==> src/rtl/eye_cal_pkg.sv <==
package eye_cal_pkg;
  typedef enum logic [2:0] {
    ST_IDLE, ST_LOAD, ST_SETTLE, ST_CHECK, ST_NEXT, ST_COMPUTE, ST_APPLY, ST_DONE
  } cal_state_t;

  localparam int unsigned STEP_PS = 78;
endpackage

==> src/rtl/eye_cal_match.sv <==
module eye_cal_match #(
  parameter int DATA_W = 8
) (
  input  logic              clk,
  input  logic              rst,
  input  logic              clr_i,
  input  logic              en_i,
  input  logic [DATA_W-1:0] rx_i,
  input  logic [DATA_W-1:0] exp_i,
  output logic              match_o,
  output logic              ok_o
);
  assign match_o = (rx_i == exp_i);

  always_ff @(posedge clk) begin
    if (rst || clr_i) ok_o <= 1'b1;
    else if (en_i)    ok_o <= ok_o & match_o;
  end
endmodule

==> src/rtl/eye_cal_window.sv <==
module eye_cal_window #(
  parameter int NUM_TAPS = 32,
  parameter int TAP_W    = 5
) (
  input  logic [NUM_TAPS-1:0] map_i,
  output logic                found_o,
  output logic [TAP_W-1:0]    lo_o,
  output logic [TAP_W-1:0]    hi_o
);
  logic in_run;

  always_comb begin
    found_o = 1'b0;
    in_run  = 1'b0;
    lo_o    = '0;
    hi_o    = '0;
    for (int i = 0; i < NUM_TAPS; i++) begin
      if (map_i[i]) begin
        if (!found_o) begin
          found_o = 1'b1;
          in_run  = 1'b1;
          lo_o    = TAP_W'(i);
          hi_o    = TAP_W'(i);
        end else if (in_run) begin
          hi_o = TAP_W'(i);
        end
      end else begin
        in_run = 1'b0;
      end
    end
  end
endmodule

==> src/rtl/eye_cal_top.sv <==
module eye_cal_top #(
  parameter int NUM_TAPS = 32,
  parameter int DATA_W   = 8,
  parameter int CNT_W    = 8,
  parameter int TAP_W    = $clog2(NUM_TAPS),
  parameter int SPAN_PS  = (NUM_TAPS - 1) * eye_cal_pkg::STEP_PS
) (
  input  logic                clk,
  input  logic                rst,
  input  logic                start_i,
  input  logic [DATA_W-1:0]   train_i,
  input  logic [DATA_W-1:0]   rx_word_i,
  input  logic [CNT_W-1:0]    settle_i,
  input  logic [CNT_W-1:0]    check_i,
  output logic [TAP_W-1:0]    tap_o,
  output logic                tap_load_o,
  output logic                done_o,
  output logic                fail_o,
  output logic                open_o,
  output logic [TAP_W-1:0]    lo_edge_o,
  output logic [TAP_W-1:0]    hi_edge_o,
  output logic [TAP_W-1:0]    best_o,
  output logic [NUM_TAPS-1:0] pass_map_o
);
  import eye_cal_pkg::*;

  localparam logic [TAP_W-1:0] LAST_TAP = TAP_W'(NUM_TAPS - 1);

  cal_state_t       state;
  logic [TAP_W-1:0] tap_idx;
  logic [CNT_W-1:0] cnt;
  logic             settle_end, check_last;
  logic             word_match, word_ok;
  logic             win_found;
  logic [TAP_W-1:0] win_lo, win_hi;
  logic [TAP_W:0]   mid_sum;

  assign settle_end = (state == ST_SETTLE) && (cnt >= settle_i);
  assign check_last = ({1'b0, cnt} + 1'b1) >= {1'b0, check_i};
  assign mid_sum    = {1'b0, lo_edge_o} + {1'b0, hi_edge_o};

  eye_cal_match #(.DATA_W(DATA_W)) u_match (
    .clk     (clk),
    .rst     (rst),
    .clr_i   (settle_end),
    .en_i    (state == ST_CHECK),
    .rx_i    (rx_word_i),
    .exp_i   (train_i),
    .match_o (word_match),
    .ok_o    (word_ok)
  );

  eye_cal_window #(.NUM_TAPS(NUM_TAPS), .TAP_W(TAP_W)) u_window (
    .map_i   (pass_map_o),
    .found_o (win_found),
    .lo_o    (win_lo),
    .hi_o    (win_hi)
  );

  always_ff @(posedge clk) begin
    if (rst) begin
      state      <= ST_IDLE;
      tap_idx    <= '0;
      cnt        <= '0;
      tap_o      <= '0;
      tap_load_o <= 1'b0;
      done_o     <= 1'b0;
      fail_o     <= 1'b0;
      open_o     <= 1'b0;
      lo_edge_o  <= '0;
      hi_edge_o  <= '0;
      best_o     <= '0;
      pass_map_o <= '0;
    end else begin
      tap_load_o <= 1'b0;
      done_o     <= 1'b0;
      unique case (state)
        ST_IDLE: begin
          if (start_i) begin
            pass_map_o <= '0;
            tap_idx    <= '0;
            state      <= ST_LOAD;
          end
        end
        ST_LOAD: begin
          tap_o      <= tap_idx;
          tap_load_o <= 1'b1;
          cnt        <= '0;
          state      <= ST_SETTLE;
        end
        ST_SETTLE: begin
          if (settle_end) begin
            cnt   <= '0;
            state <= ST_CHECK;
          end else begin
            cnt <= cnt + 1'b1;
          end
        end
        ST_CHECK: begin
          cnt <= cnt + 1'b1;
          if (check_last) begin
            pass_map_o[tap_idx] <= word_ok & word_match;
            state               <= ST_NEXT;
          end
        end
        ST_NEXT: begin
          if (tap_idx == LAST_TAP) begin
            state <= ST_COMPUTE;
          end else begin
            tap_idx <= tap_idx + 1'b1;
            state   <= ST_LOAD;
          end
        end
        ST_COMPUTE: begin
          fail_o    <= !win_found;
          open_o    <= win_found && ((win_lo == '0) || (win_hi == LAST_TAP));
          lo_edge_o <= win_lo;
          hi_edge_o <= win_hi;
          state     <= ST_APPLY;
        end
        ST_APPLY: begin
          tap_o      <= fail_o ? '0 : mid_sum[TAP_W:1];
          best_o     <= fail_o ? '0 : mid_sum[TAP_W:1];
          tap_load_o <= 1'b1;
          done_o     <= 1'b1;
          state      <= ST_DONE;
        end
        ST_DONE: begin
          state <= ST_IDLE;
        end
        default: state <= ST_IDLE;
      endcase
    end
  end
endmodule

==> config.mk <==
export PLATFORM = sky130hd
export DESIGN_NAME = eye_cal_top
export DESIGN_NICKNAME = d
export VERILOG_FILES = /design/src/rtl/eye_cal_pkg.sv /design/src/rtl/eye_cal_match.sv /design/src/rtl/eye_cal_window.sv /design/src/rtl/eye_cal_top.sv
export SDC_FILE = /design/constraint.sdc
export NUM_CORES = 1
export LEC_CHECK = 0
export ABC_AREA = 1
export CORE_MARGIN = 3
export CORE_UTILIZATION = 55
export CTS_CLUSTER_DIAMETER = 150
export DETAILED_ROUTE_END_ITERATION = 8
export PLACE_DENSITY = 0.89
export SLEW_MARGIN = 20
export SYNTH_ARGS = -nofsm -noshare
export SYNTH_HDL_FRONTEND = slang
export SYNTH_SLANG_ARGS = --single-unit
==> constraint.sdc <==
create_clock -name clk -period 5.15 [get_ports clk]
set_input_delay 1.545 -clock clk [delete_from_list [all_inputs] [get_ports clk]]
set_output_delay 1.545 -clock clk [all_outputs]
set_load 0.02 [all_outputs]
=== Yosys cells after proc, flatten, opt, wreduce, memory -nomap -nowiden ===
Cells that the tools add are included.
Widths: inputs -> output; s select.

* Register bits: 73
* Input port bits: 35
* Output and inout bits: 56
* Logic and storage cells: 316

* Bitwise gates (word level): 1
* Multiplexer cells: 264
* Magnitude comparators: 4
* Add/subtract/negate cells: 4
* Equal/unequal tests: 14
* Reduce and logical (&&, ||, !) cells: 16

{| class="wikitable"
|+ Operators by type and width
! kind !! count
|-
| $mux 5 || 153
|-
| $mux 1 || 96
|-
| $mux 32 || 2
|-
| $pmux 32 s2 || 1
|-
| $bwmux 32 || 1
|-
| $pmux 3 s8 || 1
|-
| $pmux 8 s3 || 1
|-
| $pmux 5 s2 || 2
|-
| $eq 3x3->1 const B || 4
|-
| $mux 3 || 4
|-
| $eq 5x5->1 const B || 2
|-
| $add 8x1->9 const B || 1
|-
| $ge 9x8->1 || 1
|-
| $reduce_and 3->1 || 3
|-
| $add 8x1->8 const B || 1
|-
| $eq 8x8->1 || 1
|-
| $ge 8x8->1 || 1
|-
| $mux 8 || 1
|-
| $add 5x5->6 || 1
|-
| $eq 3x2->1 const B || 2
|-
| $lt 5x6->1 const B || 1
|-
| $ne 2x2->1 const B || 3
|-
| $reduce_bool 2->1 || 3
|-
| $add 5x1->5 const B || 1
|-
| 13 further kinds || 16
|}

=== Logic depth before layout (Yosys ltp) ===
* Depth after elaboration: 94
* Depth in mapped cells: 38
* Mapped depth without buffers: 38

=== Modules after synthesis ===
From an unflattened synthesis, not the netlist that was laid out.

* Cells, all modules: 898
* Area total of the unflattened synthesis: 5,761.8 um^2

{| class="wikitable"
|+ By module, submodules not included
! module !! instances !! sequential area each (um^2) !! area an instance (um^2) !! cells an instance
|-
| eye_cal_top || 1 || 1,441.4 || 4,237.8 || 603
|-
| eye_cal_window || 1 || 0.0 || 1,358.8 || 262
|-
| eye_cal_match || 1 || 20.0 || 165.2 || 33
|}

=== Worst setup path after synthesis ===
Ideal clock, no wire load.

* Path type: register to register
* From: register pass_map_o[0]
* To: register open_o
* Arrival time: 3.405 ns
* Data required time: 5.031 ns
* Stages on the path, launching flop included: 36
* Setup slack: 1.625 ns
* Path through: dfxtp_1 nor2_2 nand2_1 nor2_2 nand3_2 nor2_2 inv_2 nor2_4 nand2_2 clkinv_2 nand2_4 nor2_4 nand2_2 nor2_4 nand2_2 nor2_4 inv_2 nor2_2 inv_2 nor2_4 inv_2 nor2_4 nand2_4 nor2_4 nand4_4 nor2_2 nand2_2 nor2_4 inv_2 nor3_4 inv_2 and3_1 nand4_1 nand3_1 nand2_1 a21oi_1

* Word-level cells in the longest chain between the ends: 94

{| class="wikitable"
|+ RTL lines
! what !! line !! source
|-
| from (decl) || eye_cal_top.sv:23 || <nowiki>output logic [NUM_TAPS-1:0] pass_map_o</nowiki>
|-
| from (signal, indexed assignment) || eye_cal_top.sv:102 || <nowiki>pass_map_o[tap_idx] <= word_ok & word_match;</nowiki>
|-
| $mux 1 (*) || eye_cal_window.sv:18 || <nowiki>if (map_i[i]) begin</nowiki>
|-
| $mux 1 || eye_cal_window.sv:18 ||
|-
| $mux 5 / $mux 1 (equally long branches) || eye_cal_window.sv:19 || <nowiki>if (!found_o) begin</nowiki>
|-
| $mux 5 / $mux 1 (equally long branches) || eye_cal_window.sv:18 ||
|-
| $mux 5 || eye_cal_window.sv:24 || <nowiki>end else if (in_run) begin</nowiki>
|-
| $mux 5 || eye_cal_window.sv:19 ||
|-
| $mux 5 || eye_cal_window.sv:18 ||
|-
| $mux 5 || eye_cal_window.sv:24 ||
|-
| [78 not listed] || n/a ||
|-
| $mux 5 || eye_cal_window.sv:19 ||
|-
| $mux 5 || eye_cal_window.sv:18 ||
|-
| $mux 5 || eye_cal_window.sv:24 ||
|-
| $mux 5 || eye_cal_window.sv:19 ||
|-
| $mux 5 || eye_cal_window.sv:18 ||
|-
| $eq 5x5->1 || eye_cal_top.sv:116 || <nowiki>open_o <= win_found && ((win_lo == '0) || (win_hi == LAST_TAP));</nowiki>
|-
| $logic_or 1x1->1 || eye_cal_top.sv:116 ||
|-
| $logic_and 1x1->1 (*) || eye_cal_top.sv:116 ||
|-
| to (signal assigned) || eye_cal_top.sv:116 ||
|-
| to (decl) || eye_cal_top.sv:19 || <nowiki>output logic open_o,</nowiki>
|}

Every way passes the cells marked *; elsewhere a longest branch is shown, timed or not.
A chain may end at the register's enable or synchronous reset.

=== Final worst setup path ===
Same ends and word-level chain as after synthesis.

==> results.cfg <==
[synth]
synth_top_area_share = 0.280
synth_edf_count = 0
synth.ff_latch_count = 73
synthesis.instances = 826
post_synth.cell_area_avg_sq_um = 6.33
synth.lib_cells_used.distinct = 46
post-synth-top-area-cell = sky130_fd_sc_hd__dfxtp_1
synthFlopType = sky130_fd_sc_hd__dfxtp_1
ys_seq_area_frac = 0.280
synth_fp_nets = 888
synthArstFlopShare = 0
synth_area_sq_um = 5230
ys.warnings.count = 0
ys_top_cells_by_area = sky130_fd_sc_hd__dfxtp_1 28%, sky130_fd_sc_hd__nand2_1 12%, sky130_fd_sc_hd__inv_1 8.6%, sky130_fd_sc_hd__a21oi_1 8.1%, sky130_fd_sc_hd__o21ai_0 7.2%

[setup_path]
critical_path.max_fanout = 7
setup.worst_path.end_class = register
worstSetupPathType = register to register
critPathSlowestCell = sky130_fd_sc_hd__dfxtp_1
timing.critical_path.mode_cell = sky130_fd_sc_hd__nor2_4
setup.worst_path.start_class = register
required_ns = 5.36
critical_path.max_stage_delay_ns = 0.37
arrival_ns = 4.21

[placed_design]
placed_cells = 1023
io_buffers = 90
detailed_place_hpwl_mm = 10.2
gp_routability_congestion = 0.946

[detailed_routing]
detailroute.via_count = 5727
drt-initial-drc-count = 539
wirelength_mm = 13.8
antenna_violating_nets_post_route = 0
drt_drc_violations_left = 0
detail_route.first_pass.iterations = 6
via_density = 5.51
routedWlPerCell_um = 13.3

[clock_tree]
cts.repair.resized = 0
cts.path.max_buffers = 2
ctsHoldBuffers = 0
clock_tree.htree_level_count = 3
cts_tree = done
clkLatencyLatePin_ns = 0.35
tritoncts.num_buffers = 9
cts_root_buffer = sky130_fd_sc_hd__clkbuf_8
clock_transition_at_path_regs_ns = 0.07
cts_setup_buffers = 0
cts.sinks = 73

[cells_and_area]
multi_input_area_sq_um = 3180
final_cell_count_no_fill = 1039
net_total_in_the_final_layout = 970
seqCellArea_sq_um = 1460
flow.area_growth_from_synthesis_pct = 23.9
layout.cells.most_common_list = 164 x sky130_fd_sc_hd__nand2_1, 120 x sky130_fd_sc_hd__inv_1, 93 x sky130_fd_sc_hd__nor2_1, 89 x sky130_fd_sc_hd__clkdlybuf4s50_1, 85 x sky130_fd_sc_hd__a21oi_1
final_layout_size_suffix_gt1_frac = 0.0602
fillCellCount = 721
antennaDiodeCount = 0
final_common_cell = sky130_fd_sc_hd__nand2_1

[worst_hold_path]
hold_path.class = register to register

[floorplan]
fp.dieArea_sq_um = 10700
io_pins = 91
die_width_um = 103
floorplan.core_area_sq_um = 8980
initial_core_util = 0.582
placement_rows = 34
die_height_um = 103

[global_routing]
grt_overflow = 0
grt_first_pass_wirelength_mm = 23.1
grt_start_max_net_pins = 54
gr-usage-all-layers = 0.264
grt_antenna_before_repair = 0
number_of_global_route_vias_before_repair = 5165

[run]
max_cap_violations = 0

[power_and_ir_drop]
static-leakage-power_uw = 0.00283
vdd_drop_max_mv = 0.267
post-layout-total-power_uw = 1390
power.density_cell_area_nw_per_um2 = 215

[outcome]
outcome = complete, no violations

[timing]
timing.max_slew.rel_slack = 0.589
max_clock_freq_mhz = 250
fin_worst_skew_ns = 0.00630
setup_repair_after_global_routing_missed_its_margin = no
final_min_period_over_clock_period = 0.777
finalSetupTns_ns = 0
final_hold_violation_count = 0
setup_viol_count_final = 0
slew_violations = 0
worst_pin_slew_ns = 0.614
fin_crit_ns = 4.00
[cells in the mapped netlist, types with 9 or more instances]
cell type	n
sky130_fd_sc_hd__ha_1	26
sky130_fd_sc_hd__a21oi_1	85
sky130_fd_sc_hd__nand2_1	164
sky130_fd_sc_hd__nor2_1	93
sky130_fd_sc_hd__nor3_1	9
sky130_fd_sc_hd__dfxtp_1	73
sky130_fd_sc_hd__o21ai_0	75
sky130_fd_sc_hd__nand4_1	11
sky130_fd_sc_hd__inv_1	120
sky130_fd_sc_hd__nand3_1	49
sky130_fd_sc_hd__clkbuf_1	20
[final timing paths]
path	from	to	slack [ns]	depth (start not counted)
max	pass_map_o[0]$_SDFFE_PP0P_	open_o$_SDFFE_PP0P_	1.15	35
min	best_o[2]$_SDFFE_PP0P_	best_o[2]$_SDFFE_PP0P_	0.47	2
max reg2reg	pass_map_o[0]$_SDFFE_PP0P_	open_o$_SDFFE_PP0P_	1.15	35
min reg2reg	best_o[2]$_SDFFE_PP0P_	best_o[2]$_SDFFE_PP0P_	0.47	2
[report_power, final]
group / switching, uW / internal (uW) / leakage, uW
logic: 143 / 83.4 / 0.00211
registers: 14.3 / 581 / 0.000590
clock network: 208 / 361 / 0.000129
total: 365 / 1030 / 0.00283
[through the flow]
step	hold slack (ns)	util	area, sq um	setup slack, ns
after floorplan	0.425	-	5230	1.63
after detailed placement	0.454	0.692	6210	1.02
final	0.471	0.721	6470	1.15
after global routing	0.493	0.721	6470	0.601
after global placement	0.455	0.692	6210	1.09
after CTS	0.471	0.721	6470	1.17
[worst max-delay path, delay by kind of cell (launching register included)]
family / cells / cell delay, ns
AO/OA/AOI/OAI: 1 / 0.05
buffers and inverters: 7 / 0.47
flip-flops: 1 / 0.37
AND/OR/NAND/NOR: 27 / 2.92
[routing by layer]
metal,track usage,part of all wire
met5,0,0
met4,0.0717,0.014
met3,0.0637,0.077
met2,0.424,0.47
met1,0.357,0.44
[flip-flops by register name, summed over array words and instances, names as in the netlist]
signal and count:
lo_edge_o 5, state 3, u_match.ok_o 1, tap_load_o 1
tap_o 5, best_o 5, pass_map_o 32, done_o 1
tap_idx 5, cnt 8, open_o 1, fail_o 1
hi_edge_o 5
[cell type report]
cell class              count  share of cell area
clock inverters             4              0.0151
clock buffers              12              0.0255
repair buffers             94               0.143
inverters                 130              0.0756
well taps                 126              0.0244
multi-input cells         600               0.491
flip-flops and latches     73               0.226
[kinds of logic after synthesis]
logic type	after synthesis	share of synthesized area
compound gates	206	0.221
xor+xnor	7	0.0117
fa+ha+maj	27	0.0661
buf+inv	153	0.113
flops	73	0.280
simple gates	360	0.309
No activity file was read; power rests on OpenSTA's default activity.
